--- config.mk ---
export PLATFORM = sky130hd
export DESIGN_NAME = sha256_retimed_core
export DESIGN_NICKNAME = d
export VERILOG_FILES = /design/src/rtl/sha256_core_pkg.sv /design/src/rtl/sha256_core_ctrl.sv /design/src/rtl/sha256_core_dp.sv /design/src/rtl/sha256_retimed_core.sv
export SDC_FILE = /design/constraint.sdc
export NUM_CORES = 2
export LEC_CHECK = 0
export BUFFER_PORTS_ARGS = -buffer_cell sky130_fd_sc_hd__buf_4
export CAP_MARGIN = 20
export CORE_UTILIZATION = 51
export CTS_CLUSTER_DIAMETER = 120
export DETAILED_ROUTE_END_ITERATION = 7
export GPL_ROUTABILITY_DRIVEN = 1
export PLACE_DENSITY = 0.79
export RECOVER_POWER = 50
export SYNTH_ARGS = -nofsm -noshare
export SYNTH_HDL_FRONTEND = slang
export SYNTH_SLANG_ARGS = --single-unit
--- constraint.sdc ---
create_clock -name clk -period 7.3 [get_ports clk]
set_input_delay 1.46 -clock clk [delete_from_list [all_inputs] [get_ports clk]]
set_output_delay 1.46 -clock clk [all_outputs]
set_load 0.01 [all_outputs]
--- src/rtl/sha256_core_pkg.sv ---
package sha256_core_pkg;

  localparam int unsigned WORD_W   = 32;
  localparam int unsigned N_WORDS  = 8;
  localparam int unsigned N_ROUNDS = 64;
  localparam int unsigned RND_W    = $clog2(N_ROUNDS);
  localparam int unsigned DIG_W    = WORD_W * N_WORDS;

  // working word slots; A is the most significant word of the packed value
  localparam int unsigned IDX_A = 7;
  localparam int unsigned IDX_B = 6;
  localparam int unsigned IDX_C = 5;
  localparam int unsigned IDX_E = 3;
  localparam int unsigned IDX_F = 2;
  localparam int unsigned IDX_G = 1;
  localparam int unsigned IDX_H = 0;

  typedef logic [WORD_W-1:0] word_t;

  typedef struct packed {
    word_t sum;
    word_t carry;
  } csa_t;

  typedef struct packed {
    logic             loadChain;
    logic             initWork;
    logic             kLoad;
    logic [RND_W-1:0] kIdx;
    logic             preAdd;
    logic             preUseG;
    logic             doRound;
    logic             finalSum;
    logic             outLatch;
  } ctrl_strobe_t;

  function automatic word_t rotr(input word_t x, input int unsigned n);
    return (x >> n) | (x << (WORD_W - n));
  endfunction

  function automatic word_t bigSig0(input word_t x);
    return rotr(x, 2) ^ rotr(x, 13) ^ rotr(x, 22);
  endfunction

  function automatic word_t bigSig1(input word_t x);
    return rotr(x, 6) ^ rotr(x, 11) ^ rotr(x, 25);
  endfunction

  function automatic word_t chooseF(input word_t x, input word_t y, input word_t z);
    return (x & y) ^ (~x & z);
  endfunction

  function automatic word_t majF(input word_t x, input word_t y, input word_t z);
    return (x & y) ^ (x & z) ^ (y & z);
  endfunction

  function automatic csa_t csa3(input word_t x, input word_t y, input word_t z);
    csa_t r;
    r.sum   = x ^ y ^ z;
    r.carry = ((x & y) | (x & z) | (y & z)) << 1;
    return r;
  endfunction

  function automatic word_t roundK(input logic [RND_W-1:0] idx);
    word_t k;
    k = '0;
    case (idx)
      6'd0:  k = 32'h428a2f98;
      6'd1:  k = 32'h71374491;
      6'd2:  k = 32'hb5c0fbcf;
      6'd3:  k = 32'he9b5dba5;
      6'd4:  k = 32'h3956c25b;
      6'd5:  k = 32'h59f111f1;
      6'd6:  k = 32'h923f82a4;
      6'd7:  k = 32'hab1c5ed5;
      6'd8:  k = 32'hd807aa98;
      6'd9:  k = 32'h12835b01;
      6'd10: k = 32'h243185be;
      6'd11: k = 32'h550c7dc3;
      6'd12: k = 32'h72be5d74;
      6'd13: k = 32'h80deb1fe;
      6'd14: k = 32'h9bdc06a7;
      6'd15: k = 32'hc19bf174;
      6'd16: k = 32'he49b69c1;
      6'd17: k = 32'hefbe4786;
      6'd18: k = 32'h0fc19dc6;
      6'd19: k = 32'h240ca1cc;
      6'd20: k = 32'h2de92c6f;
      6'd21: k = 32'h4a7484aa;
      6'd22: k = 32'h5cb0a9dc;
      6'd23: k = 32'h76f988da;
      6'd24: k = 32'h983e5152;
      6'd25: k = 32'ha831c66d;
      6'd26: k = 32'hb00327c8;
      6'd27: k = 32'hbf597fc7;
      6'd28: k = 32'hc6e00bf3;
      6'd29: k = 32'hd5a79147;
      6'd30: k = 32'h06ca6351;
      6'd31: k = 32'h14292967;
      6'd32: k = 32'h27b70a85;
      6'd33: k = 32'h2e1b2138;
      6'd34: k = 32'h4d2c6dfc;
      6'd35: k = 32'h53380d13;
      6'd36: k = 32'h650a7354;
      6'd37: k = 32'h766a0abb;
      6'd38: k = 32'h81c2c92e;
      6'd39: k = 32'h92722c85;
      6'd40: k = 32'ha2bfe8a1;
      6'd41: k = 32'ha81a664b;
      6'd42: k = 32'hc24b8b70;
      6'd43: k = 32'hc76c51a3;
      6'd44: k = 32'hd192e819;
      6'd45: k = 32'hd6990624;
      6'd46: k = 32'hf40e3585;
      6'd47: k = 32'h106aa070;
      6'd48: k = 32'h19a4c116;
      6'd49: k = 32'h1e376c08;
      6'd50: k = 32'h2748774c;
      6'd51: k = 32'h34b0bcb5;
      6'd52: k = 32'h391c0cb3;
      6'd53: k = 32'h4ed8aa4a;
      6'd54: k = 32'h5b9cca4f;
      6'd55: k = 32'h682e6ff3;
      6'd56: k = 32'h748f82ee;
      6'd57: k = 32'h78a5636f;
      6'd58: k = 32'h84c87814;
      6'd59: k = 32'h8cc70208;
      6'd60: k = 32'h90befffa;
      6'd61: k = 32'ha4506ceb;
      6'd62: k = 32'hbef9a3f7;
      6'd63: k = 32'hc67178f2;
    endcase
    return k;
  endfunction

endpackage

--- src/rtl/sha256_core_ctrl.sv ---
module sha256_core_ctrl
  import sha256_core_pkg::*;
(
  input  logic         clk,
  input  logic         rst,
  input  logic         start,
  input  logic         wValid,
  output logic         wReady,
  output ctrl_strobe_t st,
  output logic         done
);

  typedef enum logic [2:0] {
    ST_IDLE, ST_INIT, ST_PRE, ST_ROUND, ST_FINAL, ST_OUT
  } state_t;

  localparam logic [RND_W-1:0] LAST_RND = RND_W'(N_ROUNDS - 1);

  state_t           stateQ, stateD;
  logic [RND_W-1:0] rndQ, rndD;
  logic             doneQ;
  logic [RND_W:0]   wordCnt;

  always_comb begin
    stateD = stateQ;
    rndD   = rndQ;
    wReady = 1'b0;
    st     = '0;
    unique case (stateQ)
      ST_IDLE: begin
        if (start) begin
          st.loadChain = 1'b1;
          stateD       = ST_INIT;
        end
      end
      ST_INIT: begin
        st.initWork = 1'b1;
        st.kLoad    = 1'b1;
        st.kIdx     = '0;
        stateD      = ST_PRE;
      end
      ST_PRE: begin
        wReady = 1'b1;
        if (wValid) begin
          st.preAdd = 1'b1;
          st.kLoad  = 1'b1;
          st.kIdx   = RND_W'(1);
          rndD      = '0;
          stateD    = ST_ROUND;
        end
      end
      ST_ROUND: begin
        if (rndQ == LAST_RND) begin
          st.doRound = 1'b1;
          stateD     = ST_FINAL;
        end else begin
          wReady = 1'b1;
          if (wValid) begin
            st.doRound = 1'b1;
            st.preAdd  = 1'b1;
            st.preUseG = 1'b1;
            st.kLoad   = 1'b1;
            st.kIdx    = rndQ + RND_W'(2);
            rndD       = rndQ + RND_W'(1);
          end
        end
      end
      ST_FINAL: begin
        st.finalSum = 1'b1;
        stateD      = ST_OUT;
      end
      ST_OUT: begin
        st.outLatch = 1'b1;
        stateD      = ST_IDLE;
      end
      default: stateD = ST_IDLE;
    endcase
  end

  always_ff @(posedge clk) begin
    if (rst) begin
      stateQ <= ST_IDLE;
      rndQ   <= '0;
      doneQ  <= 1'b0;
    end else begin
      stateQ <= stateD;
      rndQ   <= rndD;
      doneQ  <= st.outLatch;
    end
  end

  // words accepted since the current block was started
  always_ff @(posedge clk) begin
    if (rst || st.loadChain) wordCnt <= '0;
    else if (wValid && wReady) wordCnt <= wordCnt + 1'b1;
  end

  assign done = doneQ;

  AST_DONE_PULSE: assert property (@(posedge clk) disable iff (rst)
    done |=> !done);

  AST_STALL_HOLDS_ROUND: assert property (@(posedge clk) disable iff (rst)
    (wReady && !wValid) |=> $stable(rndQ));

  AST_START_IGNORED: assert property (@(posedge clk) disable iff (rst)
    (start && stateQ != ST_IDLE) |=> (stateQ != ST_INIT));

  AST_WORD_COUNT: assert property (@(posedge clk) disable iff (rst)
    st.outLatch |-> (wordCnt == (RND_W+1)'(N_ROUNDS)));

endmodule

--- src/rtl/sha256_core_dp.sv ---
module sha256_core_dp
  import sha256_core_pkg::*;
(
  input  logic             clk,
  input  logic             rst,
  input  ctrl_strobe_t     st,
  input  logic [DIG_W-1:0] hashIn,
  input  word_t            wData,
  output logic [DIG_W-1:0] digest
);

  word_t            chainQ [N_WORDS];
  word_t            workQ  [N_WORDS];
  word_t            sumW   [N_WORDS];
  word_t            hkwQ;
  word_t            kReg;
  logic [DIG_W-1:0] digestQ;

  word_t s0, s1, chv, mjv, hSrc, aN, eN, preN;
  csa_t  cT1, cE, cA1, cA2, cPre;

  // round logic: hkwQ already carries H + K + W for this round
  always_comb begin
    s1   = bigSig1(workQ[IDX_E]);
    chv  = chooseF(workQ[IDX_E], workQ[IDX_F], workQ[IDX_G]);
    s0   = bigSig0(workQ[IDX_A]);
    mjv  = majF(workQ[IDX_A], workQ[IDX_B], workQ[IDX_C]);
    cT1  = csa3(hkwQ, s1, chv);
    cE   = csa3(cT1.sum, cT1.carry, workQ[IDX_E + 1]);
    eN   = cE.sum + cE.carry;
    cA1  = csa3(cT1.sum, cT1.carry, s0);
    cA2  = csa3(cA1.sum, cA1.carry, mjv);
    aN   = cA2.sum + cA2.carry;
    // next round's H is the present G, except before the first round
    hSrc = st.preUseG ? workQ[IDX_G] : workQ[IDX_H];
    cPre = csa3(hSrc, kReg, wData);
    preN = cPre.sum + cPre.carry;
  end

  for (genvar i = 0; i < N_WORDS; i++) begin : g_final
    assign sumW[i] = chainQ[i] + workQ[i];
  end

  always_ff @(posedge clk) begin
    if (rst) begin
      for (int i = 0; i < N_WORDS; i++) begin
        chainQ[i] <= '0;
        workQ[i]  <= '0;
      end
      hkwQ    <= '0;
      kReg    <= '0;
      digestQ <= '0;
    end else begin
      if (st.loadChain)
        for (int i = 0; i < N_WORDS; i++) chainQ[i] <= hashIn[i*WORD_W +: WORD_W];
      if (st.finalSum)
        for (int i = 0; i < N_WORDS; i++) chainQ[i] <= sumW[i];
      if (st.initWork)
        for (int i = 0; i < N_WORDS; i++) workQ[i] <= chainQ[i];
      if (st.doRound) begin
        for (int i = 0; i < N_WORDS - 1; i++) workQ[i] <= workQ[i+1];
        workQ[IDX_E] <= eN;
        workQ[IDX_A] <= aN;
      end
      if (st.kLoad)  kReg <= roundK(st.kIdx);
      if (st.preAdd) hkwQ <= preN;
      if (st.outLatch)
        for (int i = 0; i < N_WORDS; i++) digestQ[i*WORD_W +: WORD_W] <= chainQ[i];
    end
  end

  assign digest = digestQ;

  AST_DIGEST_HOLD: assert property (@(posedge clk) disable iff (rst)
    !st.outLatch |=> $stable(digest));

  AST_CHAIN_FROZEN_IN_ROUNDS: assert property (@(posedge clk) disable iff (rst)
    st.doRound |=> $stable(sumW[IDX_H] - workQ[IDX_H]));

endmodule

--- src/rtl/sha256_retimed_core.sv ---
module sha256_retimed_core
  import sha256_core_pkg::*;
(
  input  logic             clk,
  input  logic             rst,
  input  logic             start,
  input  logic [DIG_W-1:0] hashIn,
  input  logic [WORD_W-1:0] wData,
  input  logic             wValid,
  output logic             wReady,
  output logic [DIG_W-1:0] digest,
  output logic             done
);

  ctrl_strobe_t strobes;

  sha256_core_ctrl ctrl_i (
    .clk    (clk),
    .rst    (rst),
    .start  (start),
    .wValid (wValid),
    .wReady (wReady),
    .st     (strobes),
    .done   (done)
  );

  sha256_core_dp dp_i (
    .clk    (clk),
    .rst    (rst),
    .st     (strobes),
    .hashIn (hashIn),
    .wData  (wData),
    .digest (digest)
  );

endmodule

---- Yosys cells after proc, flatten, opt, wreduce, memory -nomap -nowiden ----
Memory sizes are Yosys's and may differ from the RTL's. A register that Yosys moved wholly into a read port is not among the register bits.
Cells that the tools add are included.
word-level totals
  memories kept ........................... 3
  ROM bits ................................ 2048
  register bits after elaboration ......... 298
  RAM bits ................................ 512
operators by class
  equality and inequality tests ........... 11
  bitwise gates (word level) .............. 85
  add/sub/neg operators ................... 13
  multiplexer cells ....................... 70
  reductions and logical operators ........ 4
memories
  name             depth  bits a word  rd ports  clocked after memory_dff  write ports  line                   RTL
  (no name shown)  64     32           1         1                         0            sha256_core_pkg.sv:67  case (idx)
  dp_i.chainQ      8      32           8         0                         8            sha256_core_dp.sv:12   word_t chainQ [N_WORDS];
  dp_i.workQ       8      32           8         0                         8            sha256_core_dp.sv:13   word_t workQ [N_WORDS];
operators with widths
  cell                count
  $mux 32             34
  $xor 32x32->32      16
  $and 31x31->31      14
  $add 32x32->32      11
  $or 31x31->31       10
  $and 32x32->32      5
  $or 1x1->1          33
  $not 32->32         1
  $or 10x32->32       1
  $or 19x32->32       1
  $or 21x32->32       1
  $or 26x32->32       1
  $or 30x32->32       1
  $or 7x32->32        1
  $mux 1              21
  $pmux 7 s3          1
  $mux 6              3
  $pmux 3 s5          1
  $pmux 6 s2          1
  $mux 10             1
  $mux 3              3
  $mux 9              1
  $mux 8              1
  $ne 2x2->1 const B  4
  other kinds (13)    16

---- Logic depth before layout (Yosys ltp) ----
An unclocked memory read counts as a cell.
  depth after elaboration ................. 15
  gate-level depth with buffers ........... 23
  depth with buffers taken out ............ 22

---- Cells and area by module ----
From an unflattened synthesis, not the netlist that was laid out.
unflattened totals
  cells, all modules ...................... 6246
  area total of the unflattened synthesis .. 58429.8 µm²
by module, submodules not included
  module            sequential area each (µm²)  area each (µm²)  times used  cells each
  sha256_core_dp    21460.6                     57704.1          1           6156
  sha256_core_ctrl  200.2                       725.7            1           90

---- Worst setup path after synthesis ----
Ideal clock, no wire load.
  path kind ............................... input to register
  from .................................... input wValid
  to ...................................... register dp_i.hkwQ[28]
  required time ........................... 7.230 ns
  buffers on the path ..................... 2
  data arrival time ....................... 5.611 ns
  cell stages on the path ................. 18
  slack ................................... 1.619 ns
  cell sequence ........................... and4b_1 o21ai_1 clkbuf_1 buf_1 mux2i_1 fa_1 inv_1 ha_1 and3_1 a221oi_1 o22a_1 o31a_1 a31oi_1 nor3b_1 nor2_1 o21a_1 or3_1 a21oi_1
between the ends
  longest elaborated chain between the ends .. 8
  elaborated cells on any way between the ends .. 13
  those cells by class .................... 1 x add/sub; 6 x mux; 6 x bitwise
ends and longest elaborated chain
  element                      line                      RTL
  start, declared              sha256_retimed_core.sv:9  input logic wValid,
  $mux 10                      sha256_core_ctrl.sv:58    if (wValid) begin
  $mux 9                       sha256_core_ctrl.sv:53    if (rndQ == LAST_RND) begin
  $mux 2                       sha256_core_ctrl.sv:29    unique case (stateQ)
  $mux 32                      sha256_core_dp.sv:35      hSrc = st.preUseG ? workQ[IDX_G] : workQ[IDX_H];
  $and 31x31->31               sha256_core_pkg.sv:60     r.carry = ((x & y) | (x & z) | (y & z)) << 1;
  $or 31x31->31 (2 in series)  sha256_core_pkg.sv:60
  $add 32x32->32               sha256_core_dp.sv:37      preN = cPre.sum + cPre.carry;
  end signal, assigned         sha256_core_dp.sv:66      if (st.preAdd) hkwQ <= preN;
  end, declared                sha256_core_dp.sv:15      word_t hkwQ;
Several ways; a longest one is shown, not always the timed one.
A chain may end at the register's enable or synchronous reset.

==> metrics.md <==
| Metric | Value |
|---|---|
| Dpl cells | `a little over 8000` |
| First-pass GRT wire length | `roughly 320000 um` |
| Critical path depth | `7` |
| Worst-skew pair later-pin latency | `roughly 700 ps` |
| Footprint of the multi-input gates | `32800 sq um` |
| Grt ovf | `0` |
| CP arrival | `just under 7000 ps` |
| Fill cell count | `approximately 10000` |
| IO Port Bufs | `about 550` |
| Worst-Margin Slew | `slightly above 4000 ps` |
| Dominant synthesized flop cell | `edfxtp_1` |
| Initial core utilization | `around 51%` |
| WL/cell | `26.6 um` |
| WHS Path Cells | `2` |
| Total track usage | `a little under two fifths` |
| #FFs+latches synth | `between 800 and 900` |
| CTS sink count | `842` |
| Synth Instances | `6368` |
| Crit Path Class | `in2reg` |
| Final critical-path share of the clock period | `between 80% and 90%` |
| CTS tree | `built` |
| Routed vias | `51800` |
| Hold-fix buffers, CTS | `0` |
| Worst-path fanout max | `131` |
| Internal power | `~0.011 W` |
| Routed wire length | `219000 um` |
| Most frequent cells in the layout | `nand2_1 (1123), a21oi_1 (702), edfxtp_1 (480)` |
| Routed Antenna Nets | `0` |
| Pre-antenna DRT Iters | `8` |
| Static leakage | `between 20 and 30 nW` |
| Nets | `about 7500` |
| Dpl hpwl | `roughly 170000 um` |
| RSZ-0062 raised after global routing | `false` |
| Initial antenna violation count | `4` |
| Root Buffer | `clkbuf_16` |
| Share of the synthesized area in the top cell type | `25.3%` |
| Total die area | `between 100000 and 150000 sq um` |
| Relative slew slack | `-169%` |
| Cell variety after synth | `approximately 100` |
| Drt drc | `1` |
| CTS buffer count | `92` |
| Psw | `0.00675 W` |
| Placement Rows | `122` |
| Syn avg cell area | `8.95 sq um` |
| R2R depth | `21` |
| Mapped Area | `around 57000 sq um` |
| CTS clk-pin slew, worst paths | `roughly 60 ps` |
| TNS Setup | `0 ps` |
| Layout area overhead | `12.7%` |
| Area leader, netlist | `edfxtp_1` |
| Fin util | `between 50% and 60%` |
| Vias in the first global route | `between 40000 and 50000` |
| Slew Limit Fails | `a little under 800` |
| DR iter-0 viols | `6103` |
| Ports | `550` |
| Leading cell type in the layout, fill and taps excluded | `nand2_1` |
| Sequential fraction of the synthesis area | `38.0%` |
| Net Sw Frac | `between 30% and 40%` |
| CTS max path bufs | `3` |
| Post-CTS Setup Inserts | `0` |
| Failing checks | `design-rule violations, max-capacitance violations, max-slew violations` |
| Peak supply drop | `0.213 mV` |
| Max incr delay on CP | `2240 ps` |
| Ys async rst share | `0%` |
| Worst path slowest cell | `clkbuf_1` |
| Layout cells sized above 1 | `a little over 8%` |
| Die W | `336 um` |
| Die height | `roughly 340 um` |
| Largest net degree at the start of global routing | `174` |
| Crit path launch type | `input pin` |
| Post-cts sizing count | `0` |
| Fmax | `between 150 and 200 MHz` |
| Hold Path Class | `reg2reg` |
| Vias per cell | `about 6.3` |
| Flop pwr share | `33.8%` |
| Clk pwr share | `27.4%` |
| Skew final | `34.3 ps` |
| Comb power frac | `around two fifths` |
| Period minus WS final | `roughly 6400 ps` |
| GP Congestion | `approximately 1.0` |
| Synth top area cells | `edfxtp_1 (25%), dfxtp_1 (13%), ha_1 (7.9%)` |
| Worst Path Required | `between 7000 and 8000 ps` |
| Crit path buffers/inverters | `3` |
| Core area | `approximately 110000 sq um` |
| Cell family with most CP delay | `buffers and inverters` |
| Outcome | `finished, violations left` |
| Power, Total | `0.0176 W` |
| Syn nets | `7155` |
| Setup violators final | `0` |
| PD cells | `between 200 and 300 nW/um^2` |
| Setup crit end kind | `register` |
| Final Hold Vio Count | `0` |
| CTS HTree Levels | `3` |
| Non-filler cells, final | `8256` |
| CP Cell Sequence | `clkbuf_2 > clkbuf_1 > nor2_1 > and3_1 > buf_12 > nand2_1 > o21ai_0` |
| Max-cap violation count | `11` |
| Register Area | `around 22000 sq um` |
| EDFF count, synth | `480` |
| Ys Warns | `0` |
-- layer usage --
metal	wire length [um]	vias to the layer above	global-route usage [%]
met5	15	-	0
li1	-	23300	-
met4	14200	4	21.1
met1	84600	24900	48.5
met2	102000	2915	61.5
met3	19000	660	5.25
-- worst min-delay path, stage by stage (launching register included) --
cell and delay [ps]:
dfxtp_1 310, nand2_1 50, a21oi_1 50
-- power groups by stage --
stage / logic [W] / registers [W] / clock network, W
final: 0.00681 / 0.00596 / 0.00483
after global routing: 0.00736 / 0.00595 / 0.00502
after CTS: 0.00668 / 0.00593 / 0.00485
after detailed placement: 0.00661 / 0.00603 / 0
after global placement: 0.00661 / 0.00602 / 0
after floorplan: 0.00480 / 0.00565 / 0
-- Yosys cell counts, types with 56 or more instances --
library cell and count:
mux2i_1 66, nand3_1 82, a211oi_1 75, nand2_1 1125, xor2_1 192, a22o_1 191, inv_1 292, a21oi_1 701
o21ai_0 365, dfxtp_1 362, edfxtp_1 480, nor3_1 71, clkbuf_1 352, ha_1 360, fa_1 135, nand2b_1 56
nor2_1 289, xnor2_1 290, a21o_1 193
-- cells by family (layout without fill, tap and decap cells) --
kind of cell             Yosys count  after routing  share of synthesized area, %
AO/OA/AOI/OAI                   1941           1941                          21.9
buffers and inverters            675           1074                          4.48
multiplexers                      66             66                          1.16
adder cells (fa/ha/maj)          546            546                          13.5
flip-flops                       842            842                          38.0
AND/OR/NAND/NOR                 1816           1816                          13.5
other                              0              1                             0
XOR/XNOR                         482            482                          7.41
-- sequential cells by signal (all words and copies together), names as in the netlist --
register	count
dp_i.workQ	256
dp_i.digest	256
dp_i.kReg	32
ctrl_i.stateQ	3
dp_i.hkwQ	32
ctrl_i.done	1
dp_i.chainQ	256
ctrl_i.rndQ	6
-- per-stage QoR --
step / hold slack (ps) / setup WS [ps] / cell area [sq um]
after floorplan: 432 / 1620 / 57000
after global placement: 441 / 1360 / 62200
after detailed placement: 447 / 1310 / 62200
after CTS: 455 / 1410 / 65300
after global routing: 469 / 639 / 64200
final: 453 / 892 / 64200
-- final timing paths --
| path | slack, ps | startpoint | end |
|---|---|---|---|
| setup reg to reg | 1240 | dp_i.workQ[3][26] | dp_i.workQ[7][29] |
| setup / recovery | 890 | rst | dp_i.chainQ[0][36] |
| hold / removal | 450 | dp_i.hkwQ[1] | dp_i.hkwQ[1] |
| hold reg to reg | 450 | dp_i.hkwQ[1] | dp_i.hkwQ[1] |
-- area by class of cell --
class                           count  area share, %
Timing Repair Buffer              610           5.68
Inverter                          293           1.71
Clock inverter                     49          0.694
Sequential cell                   842           33.7
Multi-Input combinational cell   4851           51.1
Clock buffer                      122           4.15
Antenna cell                        1        0.00390
Tap cell                         1488           2.90
Note: power is estimated with default switching activity, not from simulation.
